## src/rtl/pit_regs_pkg.sv

```systemverilog
package pit_regs_pkg;
  localparam int BYTE_W = 8;
  localparam int CNT_W  = 2 * BYTE_W;
  localparam int NUM_CH = 3;

  localparam logic [1:0] ACC_LATCH = 2'd0;
  localparam logic [1:0] ACC_LO    = 2'd1;
  localparam logic [1:0] ACC_HI    = 2'd2;
  localparam logic [1:0] ACC_WORD  = 2'd3;
  localparam logic [1:0] CTL_ADDR  = 2'd3;

  typedef struct packed {
    logic [1:0] acc;
    logic [2:0] mode;
    logic       bcd;
  } chan_cfg_t;
endpackage

```

## src/rtl/pit_down_counter.sv

```systemverilog
module pit_down_counter
  import pit_regs_pkg::*;
(
  input  logic             clk,
  input  logic             rst_n,
  input  logic             load_i,
  input  logic [CNT_W-1:0] load_val_i,
  input  logic             tick_i,
  output logic [CNT_W-1:0] count_o,
  output logic             out_o
);
  logic [CNT_W-1:0] count_q, count_d;
  logic             out_q, out_d;
  logic             cnt_en;

  assign cnt_en = load_i | tick_i;

  always_comb begin
    count_d = count_q;
    out_d   = out_q;
    if (load_i) begin
      count_d = load_val_i;
      out_d   = 1'b0;
    end else if (tick_i) begin
      count_d = count_q - 1'b1;
      if (count_q == CNT_W'(1)) out_d = 1'b1;
    end
  end

  always_ff @(posedge clk or negedge rst_n) begin
    if (!rst_n) begin
      count_q <= '0;
      out_q   <= 1'b0;
    end else if (cnt_en) begin
      count_q <= count_d;
      out_q   <= out_d;
    end
  end

  assign count_o = count_q;
  assign out_o   = out_q;
endmodule

```

## src/rtl/pit_chan_regs.sv

```systemverilog
module pit_chan_regs
  import pit_regs_pkg::*;
(
  input  logic              clk,
  input  logic              rst_n,
  input  logic              cfg_wr_i,
  input  logic [BYTE_W-1:0] cfg_byte_i,
  input  logic              cnt_latch_i,
  input  logic              st_latch_i,
  input  logic              data_wr_i,
  input  logic              data_rd_i,
  input  logic [BYTE_W-1:0] wdata_i,
  input  logic [CNT_W-1:0]  count_i,
  input  logic              out_i,
  output logic [BYTE_W-1:0] rdata_o,
  output logic              load_o,
  output logic [CNT_W-1:0]  load_val_o,
  output logic [1:0]        cl_pend_o,
  output logic [CNT_W-1:0]  cl_val_o,
  output logic              st_pend_o,
  output logic [BYTE_W-1:0] st_val_o
);
  chan_cfg_t         cfg_q, cfg_d;
  logic              rd_hi_q, rd_hi_d, wr_hi_q, wr_hi_d;
  logic [BYTE_W-1:0] hold_q, hold_d;
  logic [1:0]        cl_pend_q, cl_pend_d;
  logic [CNT_W-1:0]  cl_val_q, cl_val_d;
  logic              st_pend_q, st_pend_d;
  logic [BYTE_W-1:0] st_val_q, st_val_d;

  always_comb begin
    cfg_d      = cfg_q;
    rd_hi_d    = rd_hi_q;
    wr_hi_d    = wr_hi_q;
    hold_d     = hold_q;
    cl_pend_d  = cl_pend_q;
    cl_val_d   = cl_val_q;
    st_pend_d  = st_pend_q;
    st_val_d   = st_val_q;
    load_o     = 1'b0;
    load_val_o = '0;
    rdata_o    = '0;

    // read path: status, then latched count, then live count
    if (st_pend_q) begin
      rdata_o = st_val_q;
      if (data_rd_i) st_pend_d = 1'b0;
    end else if (cl_pend_q != ACC_LATCH) begin
      case (cl_pend_q)
        ACC_LO: begin
          rdata_o = cl_val_q[BYTE_W-1:0];
          if (data_rd_i) cl_pend_d = ACC_LATCH;
        end
        ACC_HI: begin
          rdata_o = cl_val_q[CNT_W-1:BYTE_W];
          if (data_rd_i) cl_pend_d = ACC_LATCH;
        end
        default: begin
          rdata_o = cl_val_q[BYTE_W-1:0];
          if (data_rd_i) cl_pend_d = ACC_HI;
        end
      endcase
    end else begin
      case (cfg_q.acc)
        ACC_LO:  rdata_o = count_i[BYTE_W-1:0];
        ACC_HI:  rdata_o = count_i[CNT_W-1:BYTE_W];
        default: begin
          rdata_o = rd_hi_q ? count_i[CNT_W-1:BYTE_W] : count_i[BYTE_W-1:0];
          if (data_rd_i) rd_hi_d = ~rd_hi_q;
        end
      endcase
    end

    // latch requests, dropped while a previous latch is unread
    if (cnt_latch_i && cl_pend_q == ACC_LATCH) begin
      cl_pend_d = cfg_q.acc;
      cl_val_d  = count_i;
    end
    if (st_latch_i && !st_pend_q) begin
      st_pend_d = 1'b1;
      st_val_d  = {out_i, 1'b0, cfg_q.acc, cfg_q.mode, cfg_q.bcd};
    end

    if (cfg_wr_i) begin
      cfg_d   = chan_cfg_t'(cfg_byte_i[5:0]);
      rd_hi_d = 1'b0;
      wr_hi_d = 1'b0;
    end

    // write path
    if (data_wr_i) begin
      case (cfg_q.acc)
        ACC_LO: begin
          load_o     = 1'b1;
          load_val_o = {{BYTE_W{1'b0}}, wdata_i};
        end
        ACC_HI: begin
          load_o     = 1'b1;
          load_val_o = {wdata_i, {BYTE_W{1'b0}}};
        end
        default: begin
          if (wr_hi_q) begin
            load_o     = 1'b1;
            load_val_o = {wdata_i, hold_q};
            wr_hi_d    = 1'b0;
          end else begin
            hold_d  = wdata_i;
            wr_hi_d = 1'b1;
          end
        end
      endcase
    end
  end

  always_ff @(posedge clk or negedge rst_n) begin
    if (!rst_n) begin
      cfg_q     <= '{acc: ACC_WORD, mode: 3'd0, bcd: 1'b0};
      rd_hi_q   <= 1'b0;
      wr_hi_q   <= 1'b0;
      hold_q    <= '0;
      cl_pend_q <= ACC_LATCH;
      cl_val_q  <= '0;
      st_pend_q <= 1'b0;
      st_val_q  <= '0;
    end else begin
      cfg_q     <= cfg_d;
      rd_hi_q   <= rd_hi_d;
      wr_hi_q   <= wr_hi_d;
      hold_q    <= hold_d;
      cl_pend_q <= cl_pend_d;
      cl_val_q  <= cl_val_d;
      st_pend_q <= st_pend_d;
      st_val_q  <= st_val_d;
    end
  end

  assign cl_pend_o = cl_pend_q;
  assign cl_val_o  = cl_val_q;
  assign st_pend_o = st_pend_q;
  assign st_val_o  = st_val_q;
endmodule

```

## src/rtl/pit_regs_top.sv

```systemverilog
module pit_regs_top
  import pit_regs_pkg::*;
(
  input  logic              clk,
  input  logic              rst_n,
  input  logic              bus_sel_i,
  input  logic              bus_wr_i,
  input  logic [1:0]        bus_addr_i,
  input  logic [BYTE_W-1:0] bus_wdata_i,
  output logic [BYTE_W-1:0] bus_rdata_o,
  output logic              bus_ack_o,
  input  logic [NUM_CH-1:0] tick_i,
  output logic [NUM_CH-1:0] out_o
);
  logic                           ctl_wr, readback;
  logic [NUM_CH-1:0][BYTE_W-1:0] chan_rdata;
  logic [NUM_CH-1:0][1:0]        cl_pend_w;
  logic [NUM_CH-1:0][CNT_W-1:0]  cl_val_w;
  logic [NUM_CH-1:0]             st_pend_w;
  logic [NUM_CH-1:0][BYTE_W-1:0] st_val_w;
  logic [BYTE_W-1:0]             rdata_q, rdata_d;
  logic                          ack_q;

  assign ctl_wr   = bus_sel_i && bus_wr_i && bus_addr_i == CTL_ADDR;
  assign readback = bus_wdata_i[7:6] == 2'd3;

  for (genvar ch = 0; ch < NUM_CH; ch++) begin : g_ch
    logic             named, cfg_wr, cnt_latch, st_latch, data_wr, data_rd, load;
    logic [CNT_W-1:0] load_val, count;
    logic             out_bit;

    assign named     = ctl_wr && !readback && bus_wdata_i[7:6] == 2'(ch);
    assign cfg_wr    = named && bus_wdata_i[5:4] != ACC_LATCH;
    assign cnt_latch = (named && bus_wdata_i[5:4] == ACC_LATCH) ||
                       (ctl_wr && readback && bus_wdata_i[ch+1] && !bus_wdata_i[5]);
    assign st_latch  = ctl_wr && readback && bus_wdata_i[ch+1] && !bus_wdata_i[4];
    assign data_wr   = bus_sel_i &&  bus_wr_i && bus_addr_i == 2'(ch);
    assign data_rd   = bus_sel_i && !bus_wr_i && bus_addr_i == 2'(ch);

    pit_chan_regs u_regs (
      .clk(clk), .rst_n(rst_n),
      .cfg_wr_i(cfg_wr), .cfg_byte_i(bus_wdata_i),
      .cnt_latch_i(cnt_latch), .st_latch_i(st_latch),
      .data_wr_i(data_wr), .data_rd_i(data_rd), .wdata_i(bus_wdata_i),
      .count_i(count), .out_i(out_bit),
      .rdata_o(chan_rdata[ch]), .load_o(load), .load_val_o(load_val),
      .cl_pend_o(cl_pend_w[ch]), .cl_val_o(cl_val_w[ch]),
      .st_pend_o(st_pend_w[ch]), .st_val_o(st_val_w[ch])
    );

    pit_down_counter u_cnt (
      .clk(clk), .rst_n(rst_n),
      .load_i(load), .load_val_i(load_val), .tick_i(tick_i[ch]),
      .count_o(count), .out_o(out_bit)
    );

    assign out_o[ch] = out_bit;
  end

  always_comb begin
    rdata_d = '0;
    if (bus_sel_i && !bus_wr_i) begin
      case (bus_addr_i)
        2'd0:    rdata_d = chan_rdata[0];
        2'd1:    rdata_d = chan_rdata[1];
        2'd2:    rdata_d = chan_rdata[2];
        default: rdata_d = '0;
      endcase
    end
  end

  always_ff @(posedge clk or negedge rst_n) begin
    if (!rst_n) begin
      rdata_q <= '0;
      ack_q   <= 1'b0;
    end else begin
      rdata_q <= rdata_d;
      ack_q   <= bus_sel_i;
    end
  end

  assign bus_rdata_o = rdata_q;
  assign bus_ack_o   = ack_q;
endmodule

```

## config.mk

```make
export PLATFORM = sky130hd
export DESIGN_NAME = pit_regs_top
export DESIGN_NICKNAME = d
export VERILOG_FILES = /design/src/rtl/pit_regs_pkg.sv /design/src/rtl/pit_down_counter.sv /design/src/rtl/pit_chan_regs.sv /design/src/rtl/pit_regs_top.sv
export SDC_FILE = /design/constraint.sdc
export NUM_CORES = 1
export LEC_CHECK = 0
export BUFFER_PORTS_ARGS = -buffer_cell sky130_fd_sc_hd__buf_2
export CAP_MARGIN = 40
export CORE_MARGIN = 2
export CORE_UTILIZATION = 63
export DETAILED_ROUTE_END_ITERATION = 8
export PLACE_DENSITY = 0.8
export SLEW_MARGIN = 10
export SYNTH_ARGS = -nofsm -noshare
export SYNTH_HDL_FRONTEND = slang
export SYNTH_SLANG_ARGS = --single-unit
export TNS_END_PERCENT = 5
```

## constraint.sdc

```tcl
create_clock -name clk -period 2.65 [get_ports clk]
set_input_delay 0 -clock clk [delete_from_list [all_inputs] [get_ports clk]]
set_output_delay 0 -clock clk [all_outputs]
set_load 0.01 [all_outputs]
```

==> impl_metrics.csv <==
group,metric,value,unit
clocking,tritoncts,"yes",
power,max-vdd-ir-drop,0.6371,mV
floorplanning,die_x,129.7,µm
synthesis,syn_inst,899,
clocking,postCtsSetupBuffers,0,
sta,hold_viol,0,
critical_path,max_stage_delay,710,ps
floorplanning,die_area,16810,µm²
clocking,path_clk_slew,70,ps
global_routing,grt-ovfl-total,0,
critical_path,worstSetupPathType,"flip-flop to flip-flop",
floorplanning,die_y,129.7,µm
synthesis,synth_cell_types,66,
critical_path,r2r_setup_slack,100,ps
synthesis,syn_avg_cell_area,11.07,µm²
clocking,cts_num_sinks,186,
routing,drtIter0Drc,788,
sta,relSlewSlack,0.3909,
power,power.leakage,4.814,nW
critical_path,cp.required,2980,ps
critical_path,crit_path_cell_trace,"inv_1 -> ha_1 -> nor2b_1 -> or3b_2 -> o211a_1 -> a211o_1",
routing,routed-via-count,7814,
synthesis,synth_edf_count,0,
sta,hold_ws,33.02,ps
critical_path,slowest_stage,"or3b_2",
power,pwr_density_cell,969.8,nW/µm²
clocking,root_buffer,"clkbuf_16",
critical_path,cp-end-kind,"flip-flop",
global_routing,grt_pass1_wl,43.21,mm
routing,totalWireLength,26.88,mm
layout,antenna_cells,0,
floorplanning,core_area,15310,µm²
sta,finalCritPeriodShare,0.9612,
min_path,hold_path_class,"primary input to flip-flop",
clocking,cts_made_buffers,17,
floorplanning,initial_core_util,0.6496,
synthesis,async_flop_share,1.000,
clocking,cts_max_level,4,
routing,final_antenna_net_count,0,
synthesis,ys_ff_latch,186,
sta,max_freq,0.3926,GHz
synthesis,synth_nets,934,
sta,final-setup-viol-count,0,
run,drv_cap,0,
routing,drt-wirelength-per-cell,23.47,µm
layout,multiInputGateArea,4907,µm²
place,dpl.hpwl,18.43,mm
synthesis,synth_warnings,0,
layout,area_growth,10.74,%
synthesis,ys.flop_type,"dfrtp_1",
layout,layout.nets,956,
sta,fin_skew,8.221,ps
critical_path,critPathBufInv,1,
layout,nFillCells,1086,
clocking,clockBufferDepth,2,
routing,drc_errors,0,
place,io_buffers,28,
synthesis,ys_seq_area_frac,0.4686,
sta,slew_violations,0,
global_routing,track_usage,0.3406,
layout,most-common-layout-cells,"180 x dfrtp_1, 113 x mux2_2, 45 x nand2_1",
synthesis,syn-cell-area,9948,µm²
place,place.gp.congestion,0.9432,
sta,worst_slew_pin_slew,911.8,ps
place,dpl_cell_area,10380,µm²
layout,drive_gt1_frac,0.2591,
routing,first_pass_iters,6,
floorplanning,fp-row-count,45,
critical_path,crit_family,"simple AND/OR/NAND/NOR gates",
global_routing,grt_max_degree,77,
layout,fin_area,11020,µm²
global_routing,grt_antenna_before_repair,0,
run_status,outcome,"finished clean",
synthesis,synth_area_leader_cell,"dfrtp_1",
critical_path,worstPathMaxFanout,25,
global_routing,grt_pass1_vias,7916,
synthesis,yosys.area.top_type_share,0.4528,
critical_path,critPathArrivalTime,2870,ps
clocking,insertion_delay,440,ps
layout,seq_area,4662,µm²
routing,post_drt_via_cell_ratio,6.824,
sta,fin_crit,2547,ps
sta,timing.setup.tns,0,ps
floorplanning,pin_count,29,
layout,final_common_cell,"dfrtp_1",
synthesis,synth_area_leaders,"dfrtp_1 45%, mux2_2 13%, a211oi_1 2.5%",
critical_path,critPathLaunchType,"flip-flop",
sta,rsz0062_at_grt,"no",
[power breakdown]
part           internal, mW  switching (mW)  total (mW)
clock network          1.40            1.10        2.50
registers              3.69            1.07        4.76
logic                  1.61            1.82        3.42
total                  6.69            3.99        10.7
[flip-flops by register name (all words and copies together), names as in the netlist, 6 cells and up]
signal / cells
g_ch.u_regs.st_val_o: 21
g_ch.u_cnt.count_o: 48
g_ch.u_regs.cl_val_o: 48
g_ch.u_regs.hold_q: 24
g_ch.u_regs.cl_pend_o: 6
g_ch.u_regs.cfg_q: 18
bus_rdata_o: 8
[through the flow]
step	instances	utilization	total power [mW]	setup slack, ps
after floorplan	899	-	6.926	258.8
after global placement	1107	0.6777	7.874	217.1
after detailed placement	1107	0.6777	8.091	141.0
after CTS	1145	0.7194	10.61	139.0
after global routing	1145	0.7194	11.26	33.32
final	1145	0.7194	10.68	102.8
[cells by family after synthesis]
family	synth area share
buffers and inverters	0.03874
DFF	0.4686
xor gates and xnor gates	0.03169
and+or+nand+nor	0.1456
muxes	0.1360
AOI/OAI and AO/OA	0.1567
adders and majority gates	0.02264
[synthesized netlist by cell type (20+ instances only)]
master      n
a211oi_1   33
a21oi_1    29
a22o_1     20
clkbuf_1   52
dfrtp_1   180
inv_1      25
mux2_2    113
nand2_1    45
nand3_1    22
nor2_1     26
nor2b_1    28
o21ai_0    24
xnor2_1    22
[final timing paths]
kind,from,to,cells after the start
max reg2reg,g_ch[1].u_regs.cfg_q[4],g_ch[1].u_cnt.count_o[9],6
min in group asynchronous,rst_n,g_ch[0].u_cnt.count_o[1],2
min,bus_wdata_i[4],g_ch[0].u_regs.cfg_q[5],3
min reg2reg,g_ch[0].u_regs.cl_val_o[7],g_ch[0].u_regs.cl_val_o[7],1
max,g_ch[1].u_regs.cfg_q[4],g_ch[1].u_cnt.count_o[9],6
max in group asynchronous,rst_n,g_ch[0].u_regs.cfg_q[4],3
[worst register-to-register path, cell delays in order (launching register included)]
cell and delay (ps):
dfstp_2 570, inv_1 60, ha_1 400, nor2b_1 180, or3b_2 710, o211a_1 250, a211o_1 270
[what timing repair did]
item / 4_1_cts / 5_1_grt
gates resized for setup: 0 / 0
hold endpoints to repair: 78 / 0
hold buffers: 6 / 0
[area by class of cell]
type / instances / share of cell area
Clock buffer: 24 / 0.04463
Clock inverter: 8 / 0.007836
Inverter: 25 / 0.008518
Multi-Input combinational cell: 618 / 0.4454
Sequential cell: 186 / 0.4232
Tap cell: 211 / 0.02396
Timing Repair Buffer: 73 / 0.04645
[layer usage]
metal	up-vias	routed length, µm	track usage
met4	0	1097	0.1486
met1	3915	10990	0.4503
met3	86	2168	0.08216
met2	399	12620	0.5390
li1	3414	-	-
met5	-	0	0
No activity file was read; power rests on OpenSTA's default activity.
